[src/rtl/msm_pkg.sv]
`timescale 1ns/1ps
package msm_pkg;
   typedef enum logic [2:0] {
      ST_IDLE,
      ST_NBLK,
      ST_DEPTH,
      ST_STRIPE,
      ST_DISK,
      ST_EMIT
   } msm_state_e;
endpackage

[src/rtl/msm_divider.sv]
`timescale 1ns/1ps
// Restoring radix-2 divider: one quotient bit per cycle, done pulses once.
module msm_divider #(
   parameter int W = 32
) (
   input  logic         clk,
   input  logic         rst_n,
   input  logic         start,
   input  logic [W-1:0] dividend,
   input  logic [W-1:0] divisor,
   output logic         done,
   output logic [W-1:0] quot,
   output logic [W-1:0] rem
);
   localparam int CNT_W = $clog2(W + 1);

   generate
      if (W < 2) begin : g_bad_width
         $error("msm_divider: W must be at least 2");
      end
   endgenerate

   logic [CNT_W-1:0] cnt_q;
   logic [W-1:0]     dvd_q, dsr_q;
   logic [W:0]       trial;
   logic             fits;

   assign trial = {rem, quot[W-1]};
   assign fits  = trial >= {1'b0, dsr_q};

   always_ff @(posedge clk or negedge rst_n) begin
      if (!rst_n) begin
         cnt_q <= '0;
         dvd_q <= '0;
         dsr_q <= '0;
         quot  <= '0;
         rem   <= '0;
         done  <= 1'b0;
      end else begin
         done <= 1'b0;
         if (start) begin
            quot  <= dividend;
            rem   <= '0;
            dvd_q <= dividend;
            dsr_q <= divisor;
            cnt_q <= CNT_W'(W);
         end else if (cnt_q != '0) begin
            quot  <= {quot[W-2:0], fits};
            rem   <= fits ? W'(trial - {1'b0, dsr_q}) : trial[W-1:0];
            cnt_q <= cnt_q - 1'b1;
            if (cnt_q == CNT_W'(1)) done <= 1'b1;
         end
      end
   end

   // every finished division satisfies q*d + r == n with r < d
   a_r4_div_identity: assert property (@(posedge clk) disable iff (!rst_n)
      done && (dsr_q != '0) |->
         ((2*W)'(quot) * (2*W)'(dsr_q) + (2*W)'(rem) == (2*W)'(dvd_q)) && (rem < dsr_q));
endmodule

[src/rtl/msm_out_stage.sv]
`timescale 1ns/1ps
// Output holding register with valid/ready handshake.
module msm_out_stage #(
   parameter int LBA_W = 32,
   parameter int DID_W = 5
) (
   input  logic             clk,
   input  logic             rst_n,
   input  logic             load,
   input  logic [LBA_W-1:0] in_lba,
   input  logic [DID_W-1:0] in_pri,
   input  logic [LBA_W-1:0] in_dblk,
   input  logic             in_mir_en,
   input  logic [DID_W-1:0] in_mir,
   input  logic             in_last,
   input  logic             out_ready,
   output logic             out_valid,
   output logic [LBA_W-1:0] out_lba,
   output logic [DID_W-1:0] out_pri,
   output logic [LBA_W-1:0] out_dblk,
   output logic             out_mir_en,
   output logic [DID_W-1:0] out_mir,
   output logic             out_last,
   output logic             fire
);
   assign fire = out_valid & out_ready;

   always_ff @(posedge clk or negedge rst_n) begin
      if (!rst_n) begin
         out_valid  <= 1'b0;
         out_lba    <= '0;
         out_pri    <= '0;
         out_dblk   <= '0;
         out_mir_en <= 1'b0;
         out_mir    <= '0;
         out_last   <= 1'b0;
      end else if (load) begin
         out_valid  <= 1'b1;
         out_lba    <= in_lba;
         out_pri    <= in_pri;
         out_dblk   <= in_dblk;
         out_mir_en <= in_mir_en;
         out_mir    <= in_mir;
         out_last   <= in_last;
      end else if (fire) begin
         out_valid  <= 1'b0;
      end
   end

   // a stalled beat keeps every field
   a_r8_hold: assert property (@(posedge clk) disable iff (!rst_n)
      out_valid && !out_ready |=> out_valid && $stable(out_lba) && $stable(out_pri)
         && $stable(out_dblk) && $stable(out_mir_en) && $stable(out_mir) && $stable(out_last));
endmodule

[src/rtl/mstripe_mapper.sv]
`timescale 1ns/1ps
module mstripe_mapper
   import msm_pkg::*;
#(
   parameter int LBA_W    = 32,
   parameter int LEN_W    = 24,
   parameter int DISK_W   = 4,
   parameter bit LEN_CEIL = 1'b1
) (
   input  logic                clk,
   input  logic                rst_n,
   input  logic [LEN_W-1:0]    cfg_blk_bytes,
   input  logic [LEN_W-1:0]    cfg_stripe_bytes,
   input  logic [DISK_W-1:0]   cfg_ndisk,
   input  logic                req_valid,
   output logic                req_ready,
   input  logic [LBA_W-1:0]    req_lba,
   input  logic [LEN_W-1:0]    req_len,
   input  logic                req_write,
   output logic                busy,
   output logic                out_valid,
   input  logic                out_ready,
   output logic [LBA_W-1:0]    out_lba,
   output logic [DISK_W:0]     out_pri_disk,
   output logic [LBA_W-1:0]    out_dblk,
   output logic                out_mir_en,
   output logic [DISK_W:0]     out_mir_disk,
   output logic                out_last
);
   localparam int DID_W = DISK_W + 1;
   localparam int DV_W  = LBA_W;

   generate
      if (LEN_W > LBA_W) begin : g_bad_len
         $error("mstripe_mapper: LEN_W must not exceed LBA_W");
      end
      if (DISK_W < 1) begin : g_bad_disk
         $error("mstripe_mapper: DISK_W must be at least 1");
      end
   endgenerate

   msm_state_e         state_q;
   logic               div_go_q, div_done;
   logic [DV_W-1:0]    div_dvd, div_dsr, div_quot, div_rem;
   logic [LBA_W-1:0]   lba_q, remain_q, depth_q, width_q, sidx_q, off_q;
   logic [LEN_W-1:0]   blk_q, sdep_q, len_q;
   logic [DISK_W-1:0]  nd_q;
   logic               wr_q;
   logic [DV_W-1:0]    nblk_dvd;
   logic               out_load, out_fire;
   logic [DID_W-1:0]   pri_id, mir_id;
   logic [LBA_W-1:0]   dblk_calc;

   // Block count: rounded up or truncated, chosen by parameter
   generate
      if (LEN_CEIL) begin : g_len_ceil
         assign nblk_dvd = DV_W'(len_q) + DV_W'(blk_q) - DV_W'(1);
      end else begin : g_len_floor
         assign nblk_dvd = DV_W'(len_q);
      end
   endgenerate

   always_comb begin
      div_dvd = '0;
      div_dsr = '0;
      case (state_q)
         ST_NBLK:   begin div_dvd = nblk_dvd;            div_dsr = DV_W'(blk_q); end
         ST_DEPTH:  begin div_dvd = DV_W'(sdep_q);       div_dsr = DV_W'(blk_q); end
         ST_STRIPE: begin div_dvd = lba_q;               div_dsr = width_q;      end
         ST_DISK:   begin div_dvd = off_q;               div_dsr = depth_q;      end
         default:   begin div_dvd = '0;                  div_dsr = '0;           end
      endcase
   end

   msm_divider #(.W(DV_W)) i_div (
      .clk      (clk),
      .rst_n    (rst_n),
      .start    (div_go_q),
      .dividend (div_dvd),
      .divisor  (div_dsr),
      .done     (div_done),
      .quot     (div_quot),
      .rem      (div_rem)
   );

   assign req_ready = (state_q == ST_IDLE);
   assign busy      = !req_ready;
   assign out_load  = (state_q == ST_DISK) && div_done;
   assign pri_id    = DID_W'(div_quot[DISK_W-1:0]);
   assign mir_id    = wr_q ? (pri_id + DID_W'(nd_q)) : '0;
   assign dblk_calc = sidx_q * depth_q + div_rem;

   always_ff @(posedge clk or negedge rst_n) begin
      if (!rst_n) begin
         state_q  <= ST_IDLE;
         div_go_q <= 1'b0;
         lba_q    <= '0;
         remain_q <= '0;
         depth_q  <= '0;
         width_q  <= '0;
         sidx_q   <= '0;
         off_q    <= '0;
         blk_q    <= '0;
         sdep_q   <= '0;
         len_q    <= '0;
         nd_q     <= '0;
         wr_q     <= 1'b0;
      end else begin
         div_go_q <= 1'b0;
         case (state_q)
            ST_IDLE: if (req_valid) begin
               lba_q    <= req_lba;
               len_q    <= req_len;
               wr_q     <= req_write;
               blk_q    <= cfg_blk_bytes;
               sdep_q   <= cfg_stripe_bytes;
               nd_q     <= cfg_ndisk;
               state_q  <= ST_NBLK;
               div_go_q <= 1'b1;
            end
            ST_NBLK: if (div_done) begin
               remain_q <= (div_quot == '0) ? LBA_W'(1) : div_quot;
               state_q  <= ST_DEPTH;
               div_go_q <= 1'b1;
            end
            ST_DEPTH: if (div_done) begin
               depth_q  <= div_quot;
               width_q  <= div_quot * DV_W'(nd_q);
               state_q  <= ST_STRIPE;
               div_go_q <= 1'b1;
            end
            ST_STRIPE: if (div_done) begin
               sidx_q   <= div_quot;
               off_q    <= div_rem;
               state_q  <= ST_DISK;
               div_go_q <= 1'b1;
            end
            ST_DISK: if (div_done) begin
               state_q  <= ST_EMIT;
            end
            ST_EMIT: if (out_fire) begin
               if (remain_q == LBA_W'(1)) begin
                  state_q <= ST_IDLE;
               end else begin
                  lba_q    <= lba_q + 1'b1;
                  remain_q <= remain_q - 1'b1;
                  state_q  <= ST_STRIPE;
                  div_go_q <= 1'b1;
               end
            end
            default: state_q <= ST_IDLE;
         endcase
      end
   end

   msm_out_stage #(.LBA_W(LBA_W), .DID_W(DID_W)) i_out (
      .clk        (clk),
      .rst_n      (rst_n),
      .load       (out_load),
      .in_lba     (lba_q),
      .in_pri     (pri_id),
      .in_dblk    (dblk_calc),
      .in_mir_en  (wr_q),
      .in_mir     (mir_id),
      .in_last    (remain_q == LBA_W'(1)),
      .out_ready  (out_ready),
      .out_valid  (out_valid),
      .out_lba    (out_lba),
      .out_pri    (out_pri_disk),
      .out_dblk   (out_dblk),
      .out_mir_en (out_mir_en),
      .out_mir    (out_mir_disk),
      .out_last   (out_last),
      .fire       (out_fire)
   );

   // Sequence tracker for the consecutive-block check
   logic             seq_pend_q;
   logic [LBA_W-1:0] seq_next_q;
   always_ff @(posedge clk or negedge rst_n) begin
      if (!rst_n) begin
         seq_pend_q <= 1'b0;
         seq_next_q <= '0;
      end else if (out_fire) begin
         seq_pend_q <= !out_last;
         seq_next_q <= out_lba + 1'b1;
      end
   end

   // each beat after the first follows its predecessor by one block
   a_r1_consecutive: assert property (@(posedge clk) disable iff (!rst_n)
      out_valid && seq_pend_q |-> out_lba == seq_next_q);

   // taking the final beat returns the block to idle
   a_r2_last_idle: assert property (@(posedge clk) disable iff (!rst_n)
      out_valid && out_ready && out_last |=> req_ready);

   // primary disk id lies below the captured disk count
   a_r3_disk_range: assert property (@(posedge clk) disable iff (!rst_n)
      out_valid |-> out_pri_disk < DID_W'(nd_q));

   // mirror disk lies in the upper half of the array
   a_r5_mirror_range: assert property (@(posedge clk) disable iff (!rst_n)
      out_valid && out_mir_en |-> out_mir_disk >= DID_W'(nd_q));

   // beats only appear while a request is in flight
   a_r7_valid_only_busy: assert property (@(posedge clk) disable iff (!rst_n)
      out_valid |-> busy);

   // captured configuration is frozen while busy
   a_r9_cfg_held: assert property (@(posedge clk) disable iff (!rst_n)
      busy |=> $stable(nd_q) && $stable(blk_q) && $stable(sdep_q));
endmodule

[config.mk]
export PLATFORM = sky130hd
export DESIGN_NAME = mstripe_mapper
export DESIGN_NICKNAME = d
export VERILOG_FILES = /design/src/rtl/msm_pkg.sv /design/src/rtl/msm_divider.sv /design/src/rtl/msm_out_stage.sv /design/src/rtl/mstripe_mapper.sv
export SDC_FILE = /design/constraint.sdc
export NUM_CORES = 2
export LEC_CHECK = 0
export BUFFER_PORTS_ARGS = -buffer_cell sky130_fd_sc_hd__buf_2
export CORE_MARGIN = 3
export CORE_UTILIZATION = 35
export CTS_BUF_LIST = sky130_fd_sc_hd__clkbuf_2 sky130_fd_sc_hd__clkbuf_4 sky130_fd_sc_hd__clkbuf_8
export CTS_CLUSTER_DIAMETER = 40
export DETAILED_ROUTE_END_ITERATION = 16
export PLACE_DENSITY = 0.47
export SYNTH_ARGS = -nofsm -noshare
export SYNTH_HDL_FRONTEND = slang
export SYNTH_SLANG_ARGS = --single-unit
[constraint.sdc]
create_clock -name clk -period 11.45 [get_ports clk]
set_input_delay 2.29 -clock clk [delete_from_list [all_inputs] [get_ports clk]]
set_output_delay 2.29 -clock clk [all_outputs]
set_load 0.03 [all_outputs]
==> flow_metrics.tcl <==
set metrics [dict create \
    min_period_over_period_pct 69.1 \
    drt-met1-wl_um 65100 \
    cts.sinks 452 \
    ys_warn_count 0 \
    std_cell_rows 129 \
    r2r-start "sidx_q[8]" \
    synth_top_cell_area_share_pct 25.9 \
    powerDensity_nw_per_um2 275 \
    worstSetupPathType "flop to flop" \
    start_kind "flop" \
    yosys-top-cells-area "dfrtp_1 26%, fa_1 23%, ha_1 7.0%" \
    cts_tree "built" \
    ant_nets 0 \
    clkTransAtPathRegs_ns 0.05 \
    setup_tns_ns 0 \
    syn_area_um2 43800 \
    die_h_um 360 \
    grt_pass1_vias 35300 \
    drc 0 \
    arrival_ns 8.57 \
    fillers 12700 \
    final_common_cell "inv_1" \
    clock_latency_ns 0.78 \
    synth_largest_area_cell "dfrtp_1" \
    drt-initial-drc-count 2230 \
    syn2layout_area_growth_pct 10.5 \
    layout_common_cells "714 x inv_1, 670 x nand2_1, 498 x fa_1" \
    rsz0062_at_grt "false" \
    critical_path.cell_chain "nand2_1 > fa_1 > inv_1 > fa_1 > fa_1 > inv_1 > fa_1 > inv_1 > fa_1 > inv_1 > fa_1 > inv_1 > fa_1 > inv_1 > fa_1 > inv_1 > ha_1 > nand3_1 > a2111oi_0 > o21ai_0 > o31ai_1 > a211oi_1 > xnor2_1 > o21ai_0" \
    seq_area_frac_synth_pct 25.9 \
    slew_headroom_pct 18.2 \
    drive_above_1_share_pct 12.6 \
    antenna_found_initial 12 \
    hold_viol 0 \
    dp_hpwl_um 112000 \
    path_common_cell "fa_1" \
    critPathLaunch "sidx_q[8]" \
    top_layer_used "met4" \
    outcome "finished clean" \
    placement.cell_area_um2 46200 \
    required_ns 12.11 \
    synth_top_flop_cell "dfrtp_1" \
    p_clk_share_pct 14.6 \
    end_kind "flop" \
    post_cts_buffers 0 \
    cts_hold_buf 0 \
    dr_total_vias 34200 \
    setup_viol 0 \
    post_cts_resized 0 \
    setup_slack_ns 3.53 \
    vias_per_cell 5.15 \
    drtPass1Iterations 6 \
    cts_made_buffers 97 \
    cap_violations 0 \
    critPathMaxFanout 25 \
    async_reset_ff_share_pct 100 \
    wire_per_inst_um 22.1 \
    grt_max_degree 102 \
    coreArea_um2 124000 \
    die_area_um2 129000 \
    synth_fp_nets 5719 \
    switchingPower_mw 6.84 \
    synthDistinctLibCells 81 \
    p_comb_share_pct 61.0 \
    routed_wl_um 147000 \
    seqPwrFrac_pct 24.4 \
    syn_area_per_cell_um2 9.00 \
    cp_slowest_cell "dfrtp_1" \
    internal_power_mw 6.47 \
    portBuffers 190 \
    finalMaxSlewViolations 0 \
    nets 5788 \
    pre_cts_ws_ns 3.38 \
    clock_skew_ns 0.0556 \
    max_stage_delay_ns 1.15 \
    cts_buffer_depth 3 \
    met3WireLength_um 7210 \
    design_area_um2 48400 \
    met2_wirelength_um 70000 \
    grt_first_pass_wirelength_um 225000 \
    ff2ff_setup_slack_ns 3.53 \
    clock-root-buffer "clkbuf_8" \
    gp_congestion 0.873 \
    p_leak_nw 23.6 \
    die_x_um 360 \
    fmax_mhz 126 \
    finalCriticalPeriod_ns 7.92 \
    initial_core_util_pct 35.3 \
    hp-class "flop to flop" \
    hp-start "i_out.out_dblk[21]" \
    grt.total_usage_pct 22.7 \
    worst_pin_slew_ns 1.23 \
    synth_edf_count 0 \
    ioPinCount 192 \
    synth_cells 4863 \
    ir_drop_v 0.000197 \
    htreeDepth 3 \
    yosys_register_bits 452 \
    switching_share_pct 51.4 \
    grt.overflow.total 0 \
]
synth_stat cells (14+ instances only):
cell type  number
mux2_2        158
fa_1          498
o21a_1         19
nor4_1         22
o22ai_1        29
xor2_1         52
a221oi_1       17
o21ai_0       298
inv_1         714
nor3_1         48
nand4_1        17
a22oi_1        48
and2_1        320
o21bai_1       15
dfrtp_1       452
nor2_1        207
a21oi_1       255
xnor2_1       102
o22a_1         16
a21o_1         51
or3_1          24
buf_1          24
nand2b_1       22
nand2_1       673
nand3_1        43
a31oi_1        20
a211oi_1       21
a311oi_2       16
mux2i_1        14
and3_1         16
clkbuf_1      257
ha_1          245
critical path: cells and delay by family (launching register included):
kind / cells / cell delay, ns
and+or+nand+nor: 2 / 0.28
buffers and inverters: 7 / 0.37
adders and majority gates: 9 / 4.18
AOI/OAI and AO/OA: 5 / 1.69
xor gates and xnor gates: 1 / 0.15
DFF: 1 / 1.15
power groups by stage:
stage | sequential (mW) | clock (mW) | combinational (mW)
3_3_place_gp | 3.25 | 0 | 8.05
2_1_floorplan | 2.54 | 0 | 5.98
4_1_cts | 3.24 | 2.00 | 8.16
6_report | 3.24 | 1.95 | 8.11
5_1_grt | 3.32 | 2.07 | 9.10
3_5_place_dp | 3.26 | 0 | 8.10
registers in the layout, indices dropped and copies added (netlist names), 3 cells and up:
| signal | count |
|---|---|
| lba_q | 32 |
| i_out.out_mir | 5 |
| remain_q | 32 |
| i_out.out_lba | 32 |
| i_div.quot | 32 |
| len_q | 24 |
| i_div.cnt_q | 6 |
| nd_q | 4 |
| off_q | 32 |
| state_q | 3 |
| i_div.rem | 32 |
| width_q | 32 |
| i_out.out_pri | 4 |
| i_div.dsr_q | 32 |
| depth_q | 32 |
| sdep_q | 24 |
| i_out.out_dblk | 32 |
| sidx_q | 32 |
| blk_q | 24 |
through the flow:
| step | instances | util (%) | hold WS (ns) | power, mW |
|---|---|---|---|---|
| finish | 6646 | 39.0 | 0.467 | 13.3 |
| global route | 6643 | 39.0 | 0.493 | 14.5 |
| CTS | 6636 | 39.0 | 0.477 | 13.4 |
| detailed placement | 6470 | 37.3 | 0.465 | 11.4 |
| global placement | 6470 | 37.3 | 0.456 | 11.3 |
| floorplan | 4863 | - | 0.443 | 8.52 |
cells by family (layout without fill, tap and decap cells):
kind of cell	Yosys count	after routing	synth area share, %
and+or+nand+nor	1433	1433	15.4
adders and majority gates	743	743	29.8
xor gates and xnor gates	154	154	3.08
buffers and inverters	1008	1144	8.74
DFF	452	452	25.9
AOI/OAI and AO/OA	900	900	12.8
muxes	172	172	4.39
other	1	11	0.00857
routing by layer:
layer / up-vias / GRT usage [%]
met5: - / 0
met4: 0 / 7.03
met3: 225 / 3.15
li1: 15800 / -
met2: 858 / 38.1
met1: 17300 / 30.5
final cells by class:
| type | instances | area [um^2] | area share, % |
|---|---|---|---|
| diodes | 10 | 25.0 | 0.0517 |
| clock buffers | 137 | 1730 | 3.58 |
| clock inverters | 29 | 394 | 0.815 |
| inverters | 714 | 2680 | 5.54 |
| multi-input cells | 3403 | 28700 | 59.2 |
| flip-flops and latches | 452 | 11300 | 23.4 |
| well taps | 1637 | 2050 | 4.24 |
| repair buffers | 264 | 1520 | 3.14 |
path summary, 6_finish.rpt:
kind | end | cells after the start
worst max-delay path | i_out.out_dblk[31] | 24
worst min-delay path | i_out.out_dblk[21] | 2
worst max register to register | i_out.out_dblk[31] | 24
worst min register to register | i_out.out_dblk[21] | 2
max in group asynchronous | blk_q[0] | 3
min in group asynchronous | i_div.rem[10] | 1
Power figures use the tool's default switching activity.
